==> config.mk <==
export PLATFORM = sky130hd
export DESIGN_NAME = sram_async_ctrl
export DESIGN_NICKNAME = d
export VERILOG_FILES = /design/src/rtl/sram_async_ctrl.sv
export SDC_FILE = /design/constraint.sdc
export NUM_CORES = 1
export LEC_CHECK = 0
export BUFFER_PORTS_ARGS = -buffer_cell sky130_fd_sc_hd__buf_2
export CORE_MARGIN = 2
export CORE_UTILIZATION = 50
export CTS_BUF_LIST = sky130_fd_sc_hd__clkbuf_8 sky130_fd_sc_hd__clkbuf_16
export DETAILED_ROUTE_END_ITERATION = 10
export PLACE_DENSITY = 0.95
export RECOVER_POWER = 25
export SKIP_LAST_GASP = 1
export SYNTH_ARGS = -nofsm -noshare
export SYNTH_HDL_FRONTEND = slang
export SYNTH_SLANG_ARGS = --single-unit
export TNS_END_PERCENT = 100
==> constraint.sdc <==
create_clock -name clk -period 2.3 [get_ports clk]
set_input_delay 0.115 -clock clk [delete_from_list [all_inputs] [get_ports clk]]
set_output_delay 0.115 -clock clk [all_outputs]
set_load 0.01 [all_outputs]
==> src/rtl/sram_async_ctrl.sv <==
`timescale 1ns/1ps
module sram_async_ctrl #(
  parameter int AW            = 20,
  parameter int DW            = 8,
  parameter int CLK_PERIOD_NS = 10,
  parameter int T_RC_NS       = 45,
  parameter int T_AA_NS       = 45,
  parameter int T_DOE_NS      = 22,
  parameter int T_HZOE_NS     = 18,
  parameter int T_WC_NS       = 45,
  parameter int T_PWE_NS      = 35,
  parameter int T_SD_NS       = 25,
  parameter int T_AW_NS       = 35
) (
  input  logic          clk,
  input  logic          rst_n,
  input  logic          req_valid,
  output logic          req_ready,
  input  logic          req_write,
  input  logic [AW-1:0] req_addr,
  input  logic [DW-1:0] req_wdata,
  output logic          wr_done,
  output logic          rd_valid,
  output logic [DW-1:0] rd_data,
  output logic [AW-1:0] sram_addr,
  output logic          sram_ce1_n,
  output logic          sram_ce2,
  output logic          sram_we_n,
  output logic          sram_oe_n,
  output logic [DW-1:0] sram_dq_out,
  output logic          sram_dq_oe,
  input  logic [DW-1:0] sram_dq_in
);

  function automatic int ns2cyc(input int ns);
    int c;
    c = (ns + CLK_PERIOD_NS - 1) / CLK_PERIOD_NS;
    return (c < 1) ? 1 : c;
  endfunction

  function automatic int imax(input int a, input int b);
    return (a > b) ? a : b;
  endfunction

  localparam int N_RD  = imax(imax(ns2cyc(T_AA_NS), ns2cyc(T_DOE_NS)), ns2cyc(T_RC_NS));
  localparam int N_WP  = imax(imax(ns2cyc(T_PWE_NS), ns2cyc(T_SD_NS) - 1),
                              imax(imax(ns2cyc(T_AW_NS) - 1, ns2cyc(T_WC_NS) - 2), 1));
  localparam int N_HZ  = ns2cyc(T_HZOE_NS);
  localparam int N_MAX = imax(imax(N_RD, N_WP), N_HZ);
  localparam int CW    = $clog2(N_MAX + 1);

  typedef enum logic [2:0] {
    S_IDLE, S_RD, S_RD_HZ, S_WR_SET, S_WR_PUL, S_WR_HOLD
  } state_t;

  state_t        state;
  logic [CW-1:0] cnt;
  logic [AW-1:0] addr_q;
  logic [DW-1:0] wdata_q;
  logic          sel;
  logic          cnt_end;

  assign cnt_end     = (cnt == '0);
  assign sel         = (state == S_RD) || (state == S_WR_SET) ||
                       (state == S_WR_PUL) || (state == S_WR_HOLD);
  assign req_ready   = (state == S_IDLE);
  assign sram_ce1_n  = !sel;
  assign sram_ce2    = sel;
  assign sram_we_n   = (state != S_WR_PUL);
  assign sram_oe_n   = (state != S_RD);
  assign sram_dq_oe  = (state == S_WR_SET) || (state == S_WR_PUL) || (state == S_WR_HOLD);
  assign sram_addr   = addr_q;
  assign sram_dq_out = wdata_q;

  always_ff @(posedge clk or negedge rst_n) begin
    if (!rst_n) begin
      state    <= S_IDLE;
      cnt      <= '0;
      addr_q   <= '0;
      wdata_q  <= '0;
      rd_data  <= '0;
      rd_valid <= 1'b0;
      wr_done  <= 1'b0;
    end else begin
      rd_valid <= 1'b0;
      wr_done  <= 1'b0;
      if (!cnt_end) cnt <= cnt - 1'b1;
      case (state)
        S_IDLE: if (req_valid) begin
          addr_q <= req_addr;
          if (req_write) begin
            wdata_q <= req_wdata;
            state   <= S_WR_SET;
          end else begin
            cnt   <= CW'(N_RD - 1);
            state <= S_RD;
          end
        end
        S_RD: if (cnt_end) begin
          rd_data  <= sram_dq_in;
          rd_valid <= 1'b1;
          cnt      <= CW'(N_HZ - 1);
          state    <= S_RD_HZ;
        end
        S_RD_HZ: if (cnt_end) state <= S_IDLE;
        S_WR_SET: begin
          cnt   <= CW'(N_WP - 1);
          state <= S_WR_PUL;
        end
        S_WR_PUL: if (cnt_end) state <= S_WR_HOLD;
        S_WR_HOLD: begin
          wr_done <= 1'b1;
          state   <= S_IDLE;
        end
        default: state <= S_IDLE;
      endcase
    end
  end

endmodule

Yosys cells after proc, flatten, opt, wreduce, memory -nomap -nowiden
Cells that the tools add are included.

Reductions and logical operators: 12. Eq/ne operators: 11. Mux-type cells: 14. $add $sub $neg: 1.

Operators by type and width (number): $mux W3 (8); $pmux W3 S5 (1); $pmux W3 S3 (1); $ne A2 B2 Y1 const B (4); $eq A3 B2 Y1 const B (2); $eq A3 B3 Y1 const B (2); $logic_not A3 Y1 (2); $logic_or A1 B1 Y1 (5); $reduce_and A2 Y1 (2); $reduce_and A4 Y1 (1); $eq A3 B1 Y1 const B (1); $mux W1 (3); $ne A3 B1 Y1 const B (1); $ne A3 B3 Y1 const B (1); $reduce_and A3 Y1 (1); $sub A3 B1 Y3 const B (1); $mux W2 (1); $logic_not A1 Y1 (1).

Bits in registers: 44. Bits of input ports: 40. Output and inout port bits: 44. Word-level logic and storage cells: 45.

Longest topological paths before layout
Gate-level depths: netlist (run 1).

Depth in word-level cells: 5. Gate-level depth with buffers: 7. Gate-level depth less buffers: 7.

Worst setup path after synthesis (run 1)
Ideal clock, no wire load.

Path kind: register to register. Start: reg state[1]. End: reg addr_q[0] (netlist: sram_addr[0]). Period minus slack after synthesis: 1537 ps. Data required time: 2175 ps. Buffers on the path: 2. Arrival time: 1413 ps. Library setup time: 125 ps. Cell stages (with the launch flop): 5. Path slack: 763 ps. Path through: dfrtp_1 buf_6 nor4b_4 buf_6 mux2_2.

Longest elaborated chain between the ends: 2.

RTL lines: start, declared (RTL line 56) `state_t state;`; start signal, assigned (RTL line 77) `state <= S_IDLE;`; start signal, assigned (RTL line 93) `state <= S_WR_SET;`; start signal, assigned (RTL line 96) `state <= S_RD;`; $logic_not A3 Y1 (RTL line 88) `case (state)`; $reduce_and A2 Y1 (no line); end signal, assigned (RTL line 90) `addr_q <= req_addr;`; end, declared (RTL line 58) `logic [AW-1:0] addr_q;`.

No other way between the ends. A chain may end at the register's enable or synchronous reset.

Worst setup path after layout (run 1)
Start: reg state[0]. End: reg rd_data[0].

Longest elaborated chain between the ends: 2.

RTL lines: $eq A3 B1 Y1 (RTL line 88); $reduce_and A2 Y1 (no line); end signal, assigned (RTL line 100) `rd_data <= sram_dq_in;`; end, declared (RTL line 24) `output logic [DW-1:0] rd_data,`.

No other way between the ends.

==> results of run 1 <==
repair_timing:
| item | CTS | global route |
|---|---|---|
| setup endpoints to repair | 0 | 0 |
| endpoints found under the hold margin | 18 | 0 |
| resized for setup | 0 | 0 |
| hold buffers | 1 | 0 |
state kept, by name (all words and copies together) (netlist names):
signal       count
sram_addr       20
wr_done          1
rd_data          8
sram_dq_out      8
cnt              3
state            3
rd_valid         1
kinds of logic (layout without fill, tap and decap cells):
family,Yosys count,in the layout,share of synthesized area [%]
buffers and inverters,13,100,3.88
DFF,44,44,58.9
adders and majority gates,3,3,2.01
muxes,38,38,23.2
and+or+nand+nor,22,22,8.03
AOI/OAI and AO/OA,10,10,4.01
cell type report:
cell class              count  area [µm²]
inverters                   7        26.3
fillers                   321        1250
repair buffers             85         392
clock inverters             3        38.8
flip-flops and latches     44        1100
multi-input cells          73         697
clock buffers               5        68.8
well taps                  48        60.1
layer usage:
| layer | vias up | global-route usage (%) |
|---|---|---|
| met5 | - | 0 |
| met1 | 657 | 20.8 |
| met4 | 0 | 10.4 |
| li1 | 629 | - |
| met2 | 40 | 32.5 |
| met3 | 8 | 4.97 |
power breakdown:
group | total [µW] | internal [µW] | switching [µW]
combinational | 1380 | 694 | 684
clock | 561 | 318 | 243
sequential | 1420 | 1160 | 261
how the worst max path moves through the flow:
stage / to / cells after the start
finish: rd_data[0]$_DFFE_PN0P_ / 3
global route: rd_data[3]$_DFFE_PN0P_ / 3
CTS: rd_data[0]$_DFFE_PN0P_ / 3
detailed placement: rd_data[1]$_DFFE_PN0P_ / 3
global placement: rd_data[5]$_DFFE_PN0P_ / 3
floorplan: sram_addr[0]$_DFFE_PN0N_ / 4
placed cells by master (no fill, tap or decap):
cell type,n
nor4b_4,1
or4b_1,1
o32a_1,1
a211oi_1,2
a21o_1,1
buf_2,50
clkinv_2,1
nand2_1,7
o21bai_1,1
clkbuf_8,5
dlygate4sd3_1,1
buf_4,1
nor3b_1,2
nand2_4,1
nor2b_1,2
mux2_2,35
ha_1,3
nor2_1,1
clkbuf_1,33
or3b_2,1
nand3_1,1
nand2b_1,1
a21oi_1,3
nand3_2,1
o311a_1,1
dfrtp_1,44
and2_1,1
bufinv_16,1
nor3_1,1
inv_1,8
a311o_1,1
mux2i_1,1
mux2_4,2
and3_1,1
worst max-delay path, stage by stage, from the launching register on:
cell and delay, ns:
dfrtp_1 0.57, nor2b_1 0.44, nand3_2 0.30, mux2_2 0.35
metrics by stage:
stage          utilization, %  total power, µW  setup slack, ns
2_1_floorplan               -             2350            0.763
3_3_place_gp             63.5             2820            0.599
3_5_place_dp             63.5             2900            0.527
4_1_cts                  66.7             3470            0.517
5_1_grt                  65.6             3600            0.368
6_report                 65.6             3360            0.526
==> results.tsv, run 1 <==
metric	value	unit
synthesized flop and latch total	44	
Final Cell Area	0.00238	mm²
input/output buffers	83	
area grow syn2layout	27.4	%
grt total ovfl	0	
Die W	65.2	µm
cell taking the most area after synthesis	dfrtp_1	
Die Y	65.2	µm
placed inst area	0.00231	mm²
met1 WL	1.46	mm
antenna-violating nets left	0	
Final Non-Filler Cells	265	
Hold WC Path Type	in -> reg	
H-tree levels	2	
IO Count	84	
Worst Setup SP	state[0]$_DFFE_PN0P_	
R2R Setup Slk	0.53	ns
TritonCTS buffer count	5	
clk_lat worst skew	0.29	ns
unrepaired setup endpoints after global routing	no	
CP Capture Type	flop	
worst hold stages	2	
Worst VDD drop	650	µV
post-CTS setup buffer count	0	
RR Endpoint	rd_data[0]$_DFFE_PN0P_	
Worst Clk Skew	0.00790	ns
hold slack	0.0500	ns
WP data required	2.47	ns
DP HPWL	2.80	mm
leakage	0.00115	µW
Core ar.	0.00363	mm²
measured slew at the worst slew-check pin	0.942	ns
Vias	1334	
highest routed layer	met4	
post-synth top area share	58.9	%
reg2reg path depth	3	
critical path class	reg -> reg	
setup TNS	0	ns
DRT iter0 DRCs	130	
minimum clock period	1.77	ns
RR Startpoint	state[0]$_DFFE_PN0P_	
Yosys cell types	30	
GPL Wtd Cong	0.774	
mapped cell area	0.00187	mm²
pin count of the biggest net entering global routing	45	
setup violators final	0	
maximum capacitance violations	0	
Post-synth top flop	dfrtp_1	
status	complete, no violations	
CTS root buffer	clkbuf_8	
Arr. time, crit path	1.94	ns
die area	0.00425	mm²
number of global-route vias before repair	1379	
number of synthesized flops with an enable pin	0	
dpl cells	256	
Mapped Cells	130	
Syn Nets	173	
Crit Path Max Fanout	12	
Critical Path Source Type	flop	
routed vias/inst	5.03	
first-pass GRT wire length	5.91	mm
top-count cell post-synth	dfrtp_1	
Slew HR	37.2	%
Hold Path End	sram_addr[13]$_DFFE_PN0N_	
CTS max path bufs	2	
Final Hold Viols	0	
synth cell count leaders	dfrtp_1, mux2_2, inv_1, nand2_1	
Detailed Routing Iterations Pass 1	3	
Area contributors post-synth	dfrtp_1, mux2_2, ha_1, buf_6, mux2_4	
wire length on met2	1.98	mm
DRC	0	
GRT Total Usage	18.7	%
initial core utilization	51.5	%
clock transition at the registers of the reported paths	0.08	ns
initial antenna violation count	0	
ys async rst share	100	%
Rows	22	
Max Fclk	0.564	GHz
Ant. Diodes	0	
routed length on met3	186	µm
routed wire length per instance	14.0	µm
Max Slew Vio Count	0	
layout cells sized above 1	45.6	%
layout net count	259	
hold_sp	req_addr[13]	
total number of yosys warnings	0	
pwr dens	1410	mW/mm²
post-synthesis sequential area ratio	58.9	%
Mean Syn Cell Area	14.4	µm²
drt total wl	3.71	mm
clk sinks	44	
CTS tree	built	
Final period util	77.1	%
Power figures use the tool's default switching activity.
==> run 2, diff against run 1 <==
ABC_AREA = 1   (was unset)
CORE_UTILIZATION = 46   (was 50)
PLACE_DENSITY = 0.9   (was 0.95)
clock period = 1.9 ns   (was 2.3 ns; I/O delays follow)
==> run 2 against run 1 <==
Effect of this change:
- wire length grew 18%
- via count grew 32%
- combinational power grew 32%
- final cell count grew 43%
- largest cell class unchanged
- critical path type unchanged
- synthesized area grew 0.47%
- utilization shrank 0.54 points
==> results.tsv, run 2 <==
metric	value	unit
Mean Syn Cell Area	8.50	µm²
post-synthesis xor/xnor area fraction	0.466	%
CP bufs+invs	1	
Post-synth top flop	dfrtp_1	
input/output buffers	83	
Worst VDD drop	670	µV
met2 usage	32.7	%
CTS max path bufs	2	
routing usage on met3	6.74	%
Arr. time, crit path	1.89	ns
CTS tree	built	
grt peak-use layer	met2	
clk sinks	44	
reg2reg path depth	6	
Largest register FFs	20	
DP HPWL	3.01	mm
Core ar.	0.00397	mm²
post-synth top area share	58.6	%
die area	0.00461	mm²
CP Capture Type	flop	
Area contributors post-synth	dfrtp_1, nand2_1, nand3_1, inv_1, ha_1	
Crit-path slowest cell	dfrtp_1	
hold slack	0.00625	ns
post-synthesis sequential area ratio	58.6	%
layout net count	370	
clk_lat worst skew	0.29	ns
number of synthesized flops with an enable pin	0	
unrepaired setup endpoints after global routing	no	
Final Hold Viols	0	
compound-cell area share of the yosys netlist	1.07	%
R2R Setup Slk	0.19	ns
Hold Buf Count CTS	20	
initial core utilization	47.3	%
antenna-violating nets left	0	
status	complete, no violations	
post-synthesis adder-cell area fraction	2.00	%
post-synthesis simple-gate area fraction	32.1	%
total number of yosys warnings	0	
layout cells sized above 1	20.7	%
drt total wl	4.39	mm
setup violators final	0	
Hold WC Path Type	in -> reg	
TritonCTS buffer count	5	
synth cell count leaders	nand2_1, dfrtp_1, inv_1, nand3_1, nor2_1	
Critical Path Source Type	flop	
Crit Path Max Fanout	20	
Worst Clk Skew	0.00457	ns
# resized after CTS	0	
worst stage delay on the critical path	0.48	ns
Final period util	89.8	%
Slew HR	52.9	%
top-count cell post-synth	nand2_1	
worst hold stages	3	
family with the most delay on the worst path	simple AND/OR/NAND/NOR gates	
CTS root buffer	clkbuf_8	
GRT Total Usage	19.3	%
routed vias/inst	4.65	
Rows	23	
commonest non-fill, non-tap cell in the layout	nand2_1	
crit-path cells	nor2_4 > nand2_2 > nor2_4 > inv_1 > nand2_1 > nand2_1	
pin count of the biggest net entering global routing	34	
DRT iter0 DRCs	84	
hold_sp	req_addr[6]	
minimum clock period	1.71	ns
RR Startpoint	state[0]$_DFFE_PN0P_	
critical path class	reg -> reg	
Yosys cell types	17	
grt total ovfl	0	
mapped cell area	0.00188	mm²
WP data required	2.08	ns
Ant. Diodes	0	
first-pass GRT wire length	6.58	mm
DRC	0	
GPL Wtd Cong	0.824	
number of global-route vias before repair	1549	
H-tree levels	2	
pwr dens	1580	mW/mm²
synthesized flop and latch total	44	
Max Slew Vio Count	0	
Die Y	67.9	µm
commonest non-fill, non-tap cells in the layout	nand2_1, buf_2, dfrtp_1	
Die W	67.9	µm
measured slew at the worst slew-check pin	0.707	ns
initial antenna violation count	0	
cell taking the most area after synthesis	dfrtp_1	
clock transition at the registers of the reported paths	0.08	ns
setup TNS	0	ns
cell depth of the worst setup path	6	
Vias	1759	
Syn Nets	264	
Mapped Cells	221	
leakage	0.00144	µW
IO Count	84	
largest family of logic cells by synthesized area	simple AND/OR/NAND/NOR gates	
area grow syn2layout	37.5	%
post-CTS setup buffer count	0	
Detailed Routing Iterations Pass 1	4	
Max Fclk	0.586	GHz
ys async rst share	100	%
grt met1 use	23.5	%
maximum capacitance violations	0	
mux share of post-synthesis cell area	0	%
Worst Setup SP	state[0]$_DFFE_PN0P_	
routed wire length per instance	11.6	µm
run 2: cell count changes after synthesis, sizes merged, moves of 3 or more:
| cell | previous run | this run |
|---|---|---|
| nand2 | 8 | 122 |
| mux2 | 37 | 0 |
| nand3 | 2 | 13 |
| inv | 7 | 15 |
| nor2 | 1 | 9 |
| nand4 | 0 | 3 |
| o21ai | 0 | 3 |
run 2: tightest hold or removal path: stages:
cell and delay, ns:
buf_2 0.07, nand2_1 0.04, nand2_1 0.06
run 2: per-layer routing:
metal | part of all wire (%) | up-vias
met1 | 43 | 806
met2 | 49 | 65
met4 | 0.96 | 0
met5 | 0 | -
li1 | - | 883
met3 | 7.0 | 5
run 2: cells by family (layout without fill, tap and decap cells):
| logic type | Yosys count | after routing |
|---|---|---|
| AO/OA/AOI/OAI | 4 | 4 |
| AND/OR/NAND/NOR | 147 | 147 |
| XOR/XNOR | 1 | 1 |
| buffers and inverters | 22 | 129 |
| flip-flops | 44 | 44 |
| adder cells (fa/ha/maj) | 3 | 3 |
run 2: where the power goes:
group	internal, µW	switching (µW)	leakage, µW
clock network	290	300	0.0000486
logic	669	1150	0.000842
registers	1380	278	0.000547
total	2340	1730	0.00144
run 2: path summary, 6_finish.rpt:
check / endpoint
setup / recovery: sram_addr[17]$_DFFE_PN0N_
hold / removal: sram_addr[6]$_DFFE_PN0N_
setup reg to reg: sram_addr[17]$_DFFE_PN0N_
hold reg to reg: sram_dq_out[7]$_DFFE_PN0P_
max in group asynchronous: sram_addr[1]$_DFFE_PN0N_
min in group asynchronous: cnt[1]$_DFF_PN0_
run 2: final cells by class:
| cell class | instances | area, µm² |
|---|---|---|
| fill | 360 | 1390 |
| sequential | 44 | 1100 |
| multi-input combinational | 155 | 669 |
| timing repair buffer | 106 | 601 |
| clock buffer | 6 | 82.6 |
| tap | 50 | 62.6 |
| inverter | 15 | 56.3 |
| clock inverter | 2 | 11.3 |
run 2: per-stage QoR:
stage               utilization [%]  worst slack, ns  total power, µW  instances  instance area, µm²
CTS                            65.8            0.204             4180        377                2610
global route                   65.1           0.0316             4440        378                2580
detailed placement             58.4            0.227             3540        349                2320
finish                         65.1            0.194             4070        378                2580
floorplan                         -            0.696             2860        221                1880
global placement               58.4            0.310             3470        349                2320
==> run 3, diff against run 2 <==
ABC_AREA = unset   (was 1)
CORE_UTILIZATION = 50   (was 46)
PLACE_DENSITY = 0.95   (was 0.9)
clock period = 2.07 ns   (was 1.9 ns; I/O delays follow)
==> run 3 against run 2 <==
Effect of this change:
- sequential cell count is the same
- setup slack gained 0.14 ns
- final cell count decreased by 29%
- global-route usage down 1.4 points
==> results.tsv, run 3 (same netlist as run 1, synthesis figures left out) <==
metric	value	unit
status	complete, no violations	
register area	0.00110	mm²
DP Worst Slack	0.350	ns
DRT iter0 DRCs	81	
H-tree levels	2	
GRT Total Usage	17.9	%
reg2reg path depth	4	
leakage	0.00123	µW
RR Startpoint	state[0]$_DFFE_PN0P_	
routed wire length per instance	13.4	µm
Crit Path Max Fanout	22	
DP HPWL	2.88	mm
grt total ovfl	0	
Vias	1329	
drt total wl	3.62	mm
clock transition at the registers of the reported paths	0.08	ns
R2R Setup Slk	0.33	ns
CTS tree	built	
WP data required	2.24	ns
IO Count	84	
Core ar.	0.00363	mm²
Hold Path End	rd_data[1]$_DFFE_PN0P_	
Largest register FFs	20	
total chip power	3720	µW
Rows	22	
layout cells sized above 1	57.9	%
Die W	65.2	µm
input/output buffers	83	
critical path class	reg -> reg	
clk_lat worst skew	0.28	ns
Arr. time, crit path	1.91	ns
TritonCTS buffer count	5	
routed vias/inst	4.94	
worst hold stages	2	
pwr dens	1530	mW/mm²
Final period util	83.9	%
Worst Setup SP	state[0]$_DFFE_PN0P_	
Worst Clk Skew	0.00448	ns
die area	0.00425	mm²
RR Endpoint	sram_dq_out[7]$_DFFE_PN0P_	
commonest non-fill, non-tap cell in the layout	buf_2	
area grow syn2layout	29.8	%
unrepaired setup endpoints after global routing	no	
Detailed Routing Iterations Pass 1	4	
setup TNS	0	ns
CTS max path bufs	2	
initial antenna violation count	0	
Hold Buf Count CTS	1	
Max Fclk	0.576	GHz
Slew HR	9.96	%
CP Capture Type	flop	
Final Hold Viols	0	
Die Y	65.2	µm
# resized after CTS	0	
maximum capacitance violations	0	
area taken by multi-input logic gates	697	µm²
Max Slew Vio Count	0	
layout net count	263	
fin util	66.8	%
clk sinks	44	
DRC	0	
hold_sp	sram_dq_in[1]	
Ant. Diodes	0	
Worst VDD drop	791	µV
antenna-violating nets left	0	
commonest non-fill, non-tap cells in the layout	buf_2, dfrtp_1, mux2_2	
number of global-route vias before repair	1276	
measured slew at the worst slew-check pin	1.35	ns
CTS root buffer	clkbuf_8	
Hold WC Path Type	in -> reg	
GPL Wtd Cong	0.826	
Critical Path Source Type	flop	
pin count of the biggest net entering global routing	28	
post-CTS setup buffer count	0	
hold slack	0.0440	ns
setup violators final	0	
minimum clock period	1.74	ns
fill cell count	303	
first-pass GRT wire length	5.74	mm
initial core utilization	51.5	%
setup slack after layout	0.333	ns
run 3: changes by cell type in the layout (fill, tap and decap cells not counted), moves of 3 or more:
| cell | previous run | this run |
|---|---|---|
| inv_1 | 15 | 7 |
| buf_4 | 2 | 5 |
| clkbuf_1 | 32 | 9 |
| nor2_1 | 5 | 1 |
| nand2_1 | 119 | 7 |
| buf_2 | 51 | 74 |
| o21ai_0 | 3 | 0 |
| dlygate4sd3_1 | 21 | 1 |
| mux2_2 | 0 | 35 |
| nand3_1 | 13 | 1 |
| nand4_1 | 3 | 0 |
| nand2_2 | 3 | 0 |
run 3: how the worst max path moves through the flow:
stage	end	slack (ns)	cells past startpoint
4_1_cts	sram_dq_out[7]$_DFFE_PN0P_	0.33	4
3_3_place_gp	sram_dq_out[7]$_DFFE_PN0P_	0.40	4
6_report	sram_dq_out[7]$_DFFE_PN0P_	0.33	4
5_1_grt	sram_dq_out[7]$_DFFE_PN0P_	0.24	4
2_1_floorplan	sram_addr[0]$_DFFE_PN0N_	0.53	4
3_5_place_dp	sram_dq_out[7]$_DFFE_PN0P_	0.35	4
run 3: layout make-up:
type	count	share of cell area, %
Clock buffer	6	3.40
Timing Repair Buffer	89	18.6
Clock inverter	2	0.412
Sequential cell	44	45.3
Multi-Input combinational cell	73	28.7
Inverter	7	1.08
Tap cell	48	2.47
run 3: power by group:
part | switching, µW | internal, µW | leakage (µW)
combinational | 775 | 862 | 0.000653
sequential | 269 | 1290 | 0.000524
clock | 261 | 266 | 0.0000510
run 3: through the flow:
stage,instances,instance area (µm²)
2_1_floorplan,130,1870
3_3_place_gp,260,2340
3_5_place_dp,260,2340
4_1_cts,269,2440
5_1_grt,269,2430
6_report,269,2430
run 3: metal layers:
| metal | GRT usage (%) | wire (µm) | vias up |
|---|---|---|---|
| met5 | 0 | 0 | - |
| met4 | 6.25 | 44 | 0 |
| met2 | 31.8 | 1960 | 41 |
| li1 | - | - | 632 |
| met3 | 3.42 | 163 | 4 |
| met1 | 21.7 | 1440 | 652 |
run 3: critical path, stage by stage, from the launching register on:
cell and delay [ns]:
dfrtp_1 0.52, nor4b_4 0.30, buf_4 0.33, nand2_4 0.14, mux2_4 0.31
